===== src/rtl/mrc_pkg.sv =====
package mrc_pkg;
   // Source selected onto the memory write bus
   typedef enum logic [1:0] {
      WSRC_ACC = 2'd0,
      WSRC_PC  = 2'd1,
      WSRC_DR  = 2'd2
   } wsrc_e;

   localparam int unsigned OPC_W    = 3;   // opcode field width
   localparam int unsigned HALT_BIT = 0;   // stop bit inside the register class
   localparam int unsigned LAST_T   = 6;   // highest step any instruction uses
endpackage


===== src/rtl/mrc_onehot_dec.sv =====
module mrc_onehot_dec #(
   parameter int unsigned IN_W = 3,
   localparam int unsigned OUT_N = 1 << IN_W
) (
   input  logic [IN_W-1:0]  code,
   output logic [OUT_N-1:0] hot
);
   generate
      if (IN_W < 1 || IN_W > 8) begin : g_bad_width
         $error("mrc_onehot_dec: IN_W out of range");
      end
      for (genvar g = 0; g < OUT_N; g++) begin : g_line
         assign hot[g] = (code == IN_W'(g));
      end
   endgenerate
endmodule


===== src/rtl/mrc_step_ctr.sv =====
module mrc_step_ctr #(
   parameter int unsigned SC_W = 4,
   localparam int unsigned STEPS = 1 << SC_W
) (
   input  logic             clk,
   input  logic             rst_n,
   input  logic             adv,
   input  logic             clr,
   output logic [SC_W-1:0]  sc,
   output logic [STEPS-1:0] t
);
   always_ff @(posedge clk) begin
      if (!rst_n)   sc <= '0;
      else if (clr) sc <= '0;
      else if (adv) sc <= sc + SC_W'(1);
   end

   mrc_onehot_dec #(.IN_W(SC_W)) u_tdec (
      .code (sc),
      .hot  (t)
   );
endmodule


===== src/rtl/mrc_sequencer.sv =====
module mrc_sequencer #(
   parameter int unsigned      DATA_W   = 16,
   parameter int unsigned      ADDR_W   = 12,
   parameter int unsigned      SC_W     = 4,
   parameter logic [11:0]      RESET_PC = '0
) (
   input  logic              clk,
   input  logic              rst_n,
   output logic [ADDR_W-1:0] mem_addr,
   output logic              mem_rd,
   output logic              mem_wr,
   output logic [DATA_W-1:0] mem_wdata,
   input  logic [DATA_W-1:0] mem_rdata,
   input  logic [DATA_W-1:0] ac_q,
   output logic              ac_and,
   output logic              ac_add,
   output logic              ac_load,
   output logic [DATA_W-1:0] dr_q,
   output logic              ext_exec,
   output logic              ext_io,
   output logic [ADDR_W-1:0] ir_low,
   input  logic              skip_in,
   output logic [ADDR_W-1:0] pc_q,
   output logic              run,
   output logic [SC_W-1:0]   seq_t
);
   import mrc_pkg::*;

   localparam int unsigned STEPS = 1 << SC_W;
   localparam int unsigned OPS   = 1 << OPC_W;
   localparam int unsigned OPC_LO = ADDR_W;
   localparam int unsigned IND_B  = DATA_W - 1;

   generate
      if (DATA_W != ADDR_W + OPC_W + 1) begin : g_bad_fields
         $error("mrc_sequencer: DATA_W must equal ADDR_W + OPC_W + 1");
      end
      if (STEPS <= LAST_T) begin : g_bad_steps
         $error("mrc_sequencer: SC_W too small for the execute schedule");
      end
      if (ADDR_W > 12) begin : g_bad_addr
         $error("mrc_sequencer: RESET_PC holds at most 12 address bits");
      end
   endgenerate

   // Architectural state
   logic [ADDR_W-1:0] pc_r, ar_r;
   logic [DATA_W-1:0] ir_r, dr_r;
   logic              ind_r, run_r;

   // Decoders
   logic [STEPS-1:0] t;
   logic [OPS-1:0]   d;
   logic             sc_clr;

   mrc_step_ctr #(.SC_W(SC_W)) u_steps (
      .clk   (clk),
      .rst_n (rst_n),
      .adv   (run_r),
      .clr   (sc_clr),
      .sc    (seq_t),
      .t     (t)
   );

   mrc_onehot_dec #(.IN_W(OPC_W)) u_opdec (
      .code (ir_r[OPC_LO +: OPC_W]),
      .hot  (d)
   );

   // Steps past the last scheduled one are unreachable; fold them back to 0
   logic stray_t;
   assign stray_t = |t[STEPS-1:LAST_T+1];

   // Control decode
   logic  ar_from_pc, ar_from_ir, ar_from_mem, ar_inc;
   logic  pc_from_ar, pc_inc, ir_ld, ind_ld, dr_ld, dr_inc, halt;
   logic  rd_c, wr_c, and_c, add_c, load_c, exec_c;
   logic  mem_class;
   wsrc_e wsrc;

   assign mem_class = ~d[OPS-1];

   always_comb begin
      ar_from_pc  = 1'b0;
      ar_from_ir  = 1'b0;
      ar_from_mem = 1'b0;
      ar_inc      = 1'b0;
      pc_from_ar  = 1'b0;
      pc_inc      = 1'b0;
      ir_ld       = 1'b0;
      ind_ld      = 1'b0;
      dr_ld       = 1'b0;
      dr_inc      = 1'b0;
      halt        = 1'b0;
      rd_c        = 1'b0;
      wr_c        = 1'b0;
      and_c       = 1'b0;
      add_c       = 1'b0;
      load_c      = 1'b0;
      exec_c      = 1'b0;
      sc_clr      = 1'b0;
      wsrc        = WSRC_ACC;
      if (run_r) begin
         if (t[0]) ar_from_pc = 1'b1;
         if (t[1]) begin
            rd_c   = 1'b1;
            ir_ld  = 1'b1;
            pc_inc = 1'b1;
         end
         if (t[2]) begin
            ar_from_ir = 1'b1;
            ind_ld     = 1'b1;
         end
         if (t[3]) begin
            if (!mem_class) begin
               exec_c = 1'b1;
               pc_inc = skip_in;
               halt   = ~ind_r & ir_r[HALT_BIT];
               sc_clr = 1'b1;
            end else if (ind_r) begin
               rd_c        = 1'b1;
               ar_from_mem = 1'b1;
            end
         end
         if (t[4]) begin
            if (d[0] | d[1] | d[2] | d[6]) begin
               rd_c  = 1'b1;
               dr_ld = 1'b1;
            end
            if (d[3]) begin
               wr_c   = 1'b1;
               wsrc   = WSRC_ACC;
               sc_clr = 1'b1;
            end
            if (d[4]) begin
               pc_from_ar = 1'b1;
               sc_clr     = 1'b1;
            end
            if (d[5]) begin
               wr_c   = 1'b1;
               wsrc   = WSRC_PC;
               ar_inc = 1'b1;
            end
         end
         if (t[5]) begin
            and_c  = d[0];
            add_c  = d[1];
            load_c = d[2];
            if (d[0] | d[1] | d[2]) sc_clr = 1'b1;
            if (d[5]) begin
               pc_from_ar = 1'b1;
               sc_clr     = 1'b1;
            end
            if (d[6]) dr_inc = 1'b1;
         end
         if (t[LAST_T]) begin
            if (d[6]) begin
               wr_c   = 1'b1;
               wsrc   = WSRC_DR;
               pc_inc = (dr_r == '0);
            end
            sc_clr = 1'b1;
         end
         if (stray_t) sc_clr = 1'b1;
      end
   end

   // Registers
   always_ff @(posedge clk) begin
      if (!rst_n) begin
         pc_r  <= RESET_PC[ADDR_W-1:0];
         ar_r  <= '0;
         ir_r  <= '0;
         dr_r  <= '0;
         ind_r <= 1'b0;
         run_r <= 1'b1;
      end else begin
         if (pc_from_ar)  pc_r <= ar_r;
         else if (pc_inc) pc_r <= pc_r + ADDR_W'(1);

         if (ar_from_pc)       ar_r <= pc_r;
         else if (ar_from_ir)  ar_r <= ir_r[ADDR_W-1:0];
         else if (ar_from_mem) ar_r <= mem_rdata[ADDR_W-1:0];
         else if (ar_inc)      ar_r <= ar_r + ADDR_W'(1);

         if (ir_ld) ir_r <= mem_rdata;

         if (dr_ld)       dr_r <= mem_rdata;
         else if (dr_inc) dr_r <= dr_r + DATA_W'(1);

         if (ind_ld) ind_r <= ir_r[IND_B];
         if (halt)   run_r <= 1'b0;
      end
   end

   // Write-data mux
   always_comb begin
      unique case (wsrc)
         WSRC_PC:  mem_wdata = DATA_W'(pc_r);
         WSRC_DR:  mem_wdata = dr_r;
         default:  mem_wdata = ac_q;
      endcase
   end

   assign mem_addr = ar_r;
   assign mem_rd   = rd_c;
   assign mem_wr   = wr_c;
   assign ac_and   = and_c;
   assign ac_add   = add_c;
   assign ac_load  = load_c;
   assign ext_exec = exec_c;
   assign ext_io   = ind_r;
   assign ir_low   = ir_r[ADDR_W-1:0];
   assign dr_q     = dr_r;
   assign pc_q     = pc_r;
   assign run      = run_r;
endmodule



===== config.mk =====
export PLATFORM = sky130hd
export DESIGN_NAME = mrc_sequencer
export DESIGN_NICKNAME = d
export VERILOG_FILES = /design/src/rtl/mrc_pkg.sv /design/src/rtl/mrc_onehot_dec.sv /design/src/rtl/mrc_step_ctr.sv /design/src/rtl/mrc_sequencer.sv
export SDC_FILE = /design/constraint.sdc
export NUM_CORES = 1
export LEC_CHECK = 0
export BUFFER_PORTS_ARGS = -buffer_cell sky130_fd_sc_hd__buf_4
export CORE_MARGIN = 10
export CORE_UTILIZATION = 53
export DETAILED_ROUTE_END_ITERATION = 16
export PLACE_DENSITY = 0.88
export SLEW_MARGIN = 15
export SYNTH_ARGS = -nofsm -noshare
export SYNTH_HDL_FRONTEND = slang
export SYNTH_SLANG_ARGS = --single-unit

===== constraint.sdc =====
create_clock -name clk -period 3 [get_ports clk]
set_input_delay 0.45 -clock clk [delete_from_list [all_inputs] [get_ports clk]]
set_output_delay 0.45 -clock clk [all_outputs]
set_load 0.005 [all_outputs]

==> metrics.md <==
| Metric | Value |
|---|---|
| Status | `complete, no violations` |
| Largest net degree at the start of global routing | `33` |
| Drt wl/cell | `~20 µm` |
| Reg2Reg Setup Slack | `0.40 ns` |
| CP max FO | `32` |
| H-tree Lvls | `3` |
| Area of the die | `11970 µm²` |
| Synth area leader | `dfxtp_1` |
| Vias per cell | `6.566` |
| Clock Latency Late Sink | `about 0.34 ns` |
| CTS Buf Count | `9` |
| Initial Util | `0.5453` |
| Slew HR | `0.4483` |
| CTS Root Cell | `clkbuf_8` |
| Sequential-to-total area share from yosys stat | `0.2931` |
| Final setup fails | `0` |
| CTS max path bufs | `2` |
| Final clock skew | `~0.0076 ns` |
| Slowest cell on the critical path | `dfxtp_1` |
| Global Route Usage Sum | `0.2406` |
| Core box area | `7767 µm²` |
| Post-route cell area | `about 5200 µm²` |
| Worst-margin pin slew | `between 0.8 and 0.9 ns` |
| Gate Count Post-Synth | `579` |
| Max stage delay on crit path | `0.55 ns` |
| Area after DPL | `~5000 µm²` |
| TritonCTS clock tree | `done` |
| Global placer's final weighted congestion | `between 0.9 and 1` |
| Mapped Avg Cell Area | `between 7 and 8 µm²` |
| Hold WS | `about 0.36 ns` |
| RR Startpoint | `run$_SDFFE_PN1P_` |
| Initial antenna violation count | `0` |
| Crit Path Class | `flop to output pin` |
| Ratio of cells with drive above 1 in the final layout | `0.2197` |
| Die Ht | `109.4 µm` |
| DR vias | `5003` |
| Hold Path End | `ir_r[12]$_SDFFE_PN0P_` |
| Slew Limit Fails | `0` |
| Tmin final | `2.839 ns` |
| CP endpoint kind | `output pin` |
| Top cell type's share of synthesized area | `0.2931` |
| Fmax | `352.2 MHz` |
| Hold Path Stages | `3` |
| Die width | `109.4 µm` |
| Crit-path cells | `and4b_1 -> nand3_1 -> ha_2 -> buf_4 -> nand2_1 -> o21ai_0 -> buf_4` |
| Tot Pwr | `between 2 and 3 mW` |
| Fin util | `0.6738` |
| Num rows | `32` |
| Area grow syn2layout | `23.57%` |
| Req. time, crit path | `roughly 2.6 ns` |
| Cell variety after synth | `approximately 60` |
| Number of synthesized flops with an enable pin | `0` |
| ANT cells | `0` |
| Final net count | `about 700` |
| First-pass GRT wire length | `23290 µm` |
| Leakage | `just over 2 nW` |
| Yosys warns | `0` |
| VDD IR max | `295.0 µV` |
| Drt first pass iters | `6` |
| Worst Path Arrival | `2.39 ns` |
| Mapped Nets | `624` |
| Hpwl dp | `11390 µm` |
| Drt drc | `0` |
| Ys flop type | `dfxtp_1` |
| Number of global-route vias before repair | `roughly 4500` |
| Buffers on Ports | `114` |
| I/O pins | `around 120` |
| Hold_sp | `mem_rdata[12]` |
| Reg2reg path depth | `7` |
| CTS sink count | `62` |
| Power per cell area | `just over 500 nW/µm²` |
| Hold WC Path Type | `primary input to flop` |
| Ys async rst share | `0` |
| Hold Fails Final Rpt | `0` |
| GRT overflow | `0` |
| RSZ-0062 raised after global routing | `no` |
| Synthesized flop and latch total | `62` |
| Startpoint types | `flop` |
| Post-CTS Setup Repair Bufs | `0` |
| Drt total wl | `between 15000 and 20000 µm` |
| Setup TNS | `0 ns` |
| Fin crit share | `0.9463` |
| Critical path's most frequent cell | `buf_4` |
| Clock transition at path regs | `0.06 ns` |
| Max Cap Viol | `0` |
| Syn Std Cell Area | `approximately 4200 µm²` |
| Synth top area cells | `dfxtp_1 (29%), nand2_1 (8.5%), o21ai_0 (4.4%), a21oi_1 (3.9%), nand3_1 (3.3%)` |
| Number of DRC markers in iteration 0 | `656` |
| FF-to-FF End | `mem_addr[7]$_SDFFE_PN0P_` |
| Routed Antenna Nets | `0` |
per-stage QoR:
| step | instances | setup WS, ns |
|---|---|---|
| after detailed placement | 747 | 0.2823 |
| after global routing | 762 | 0.01380 |
| final | 762 | 0.1610 |
| after CTS | 762 | 0.06498 |
| after floorplan | 579 | 0.5126 |
| after global placement | 747 | 0.3796 |
placed cells by master (no fill, tap or decap), drive strengths merged, types with 3 or more instances in the layout:
master  instances
a21oi          33
nand2b          3
a31oi          18
xnor2           9
nand4          14
o221ai          7
nand2          96
nor2b           4
nand3          28
and4            5
ha             10
buf           125
a32oi           8
a211o           4
xor2           11
clkbuf         14
a221oi          3
nor4            8
o21ai          37
o211ai          4
inv            14
or3             8
o22ai           4
nor3           15
nand3b          3
or4             4
and2            6
nor2           33
o22a            4
and3            5
a22oi          13
a32o            3
a211oi         13
dfxtp          62
metal layers:
| metal | part of all wire | global-route usage | wire, µm | vias to the layer above |
|---|---|---|---|---|
| met2 | 0.46 | 0.3893 | 7052 | 353 |
| met5 | 0 | 0 | 0 | - |
| met3 | 0.13 | 0.04915 | 2028 | 54 |
| met1 | 0.38 | 0.3010 | 5818 | 2312 |
| met4 | 0.033 | 0.1115 | 507 | 0 |
| li1 | - | - | - | 2284 |
sequential cells by signal (all words and copies together) (netlist names):
signal      count
dr_q           16
ext_io          1
run             1
u_steps.sc      4
pc_q           12
ir_r           16
mem_addr       12
layout make-up:
class,instances,area (µm²)
clock buffer,14,152.6
clock inverter,1,30.03
fill,649,2534
inverter,14,52.55
multi-input combinational,444,2676
sequential,62,1244
tap,102,127.6
timing repair buffer,125,950.9
where the power goes:
group | total [mW] | leakage [nW] | switching (mW) | internal, mW
registers | 1.11 | 0.505 | 0.194 | 0.918
clock network | 0.721 | 0.0908 | 0.318 | 0.404
logic | 0.849 | 1.44 | 0.470 | 0.379
cell families (layout without fill, tap and decap cells):
group           Yosys count  after routing  synth area share
flops                    62             62            0.2931
buf+inv                  73            154           0.07976
xor+xnor                 20             20           0.04136
mux                       3              3          0.007386
compound gates          166            166            0.2600
simple gates            245            245            0.2889
fa+ha+maj                10             10           0.02954
critical path: cells and delay by family (launching register included):
family / cells / cell delay (ns)
AND/OR/NAND/NOR: 3 / 0.63
flip-flops: 1 / 0.55
buffers and inverters: 2 / 0.39
adder cells (fa/ha/maj): 1 / 0.38
AO/OA/AOI/OAI: 1 / 0.09
worst max-delay path by stage:
| stage | start | to | slack (ns) | cells after the start |
|---|---|---|---|---|
| floorplan | u_steps.sc[0]$_SDFFE_PP0P_ | mem_wdata[0] | 0.51 | 11 |
| finish | ir_r[14]$_SDFFE_PN0P_ | mem_wdata[0] | 0.16 | 7 |
| CTS | u_steps.sc[2]$_SDFFE_PP0P_ | mem_wdata[0] | 0.06 | 7 |
| global route | u_steps.sc[2]$_SDFFE_PP0P_ | mem_wdata[0] | 0.01 | 7 |
| global placement | u_steps.sc[2]$_SDFFE_PP0P_ | mem_wdata[6] | 0.38 | 7 |
| detailed placement | u_steps.sc[0]$_SDFFE_PP0P_ | mem_addr[9]$_SDFFE_PN0P_ | 0.28 | 8 |
Yosys cell counts (14+ instances only):
| cell | number |
|---|---|
| a21oi_1 | 33 |
| clkbuf_1 | 34 |
| nand4_1 | 14 |
| dfxtp_1 | 62 |
| nor2_1 | 33 |
| a31oi_1 | 18 |
| nor3_1 | 15 |
| o21ai_0 | 37 |
| nand3_1 | 28 |
| inv_1 | 14 |
| nand2_1 | 96 |
repair_timing:
action,in CTS,in global routing
endpoints found under the setup margin,12,16
resized for setup,1,5
cloned,0,0
hold buffers,0,0
Note: power is estimated with default switching activity, not from simulation.
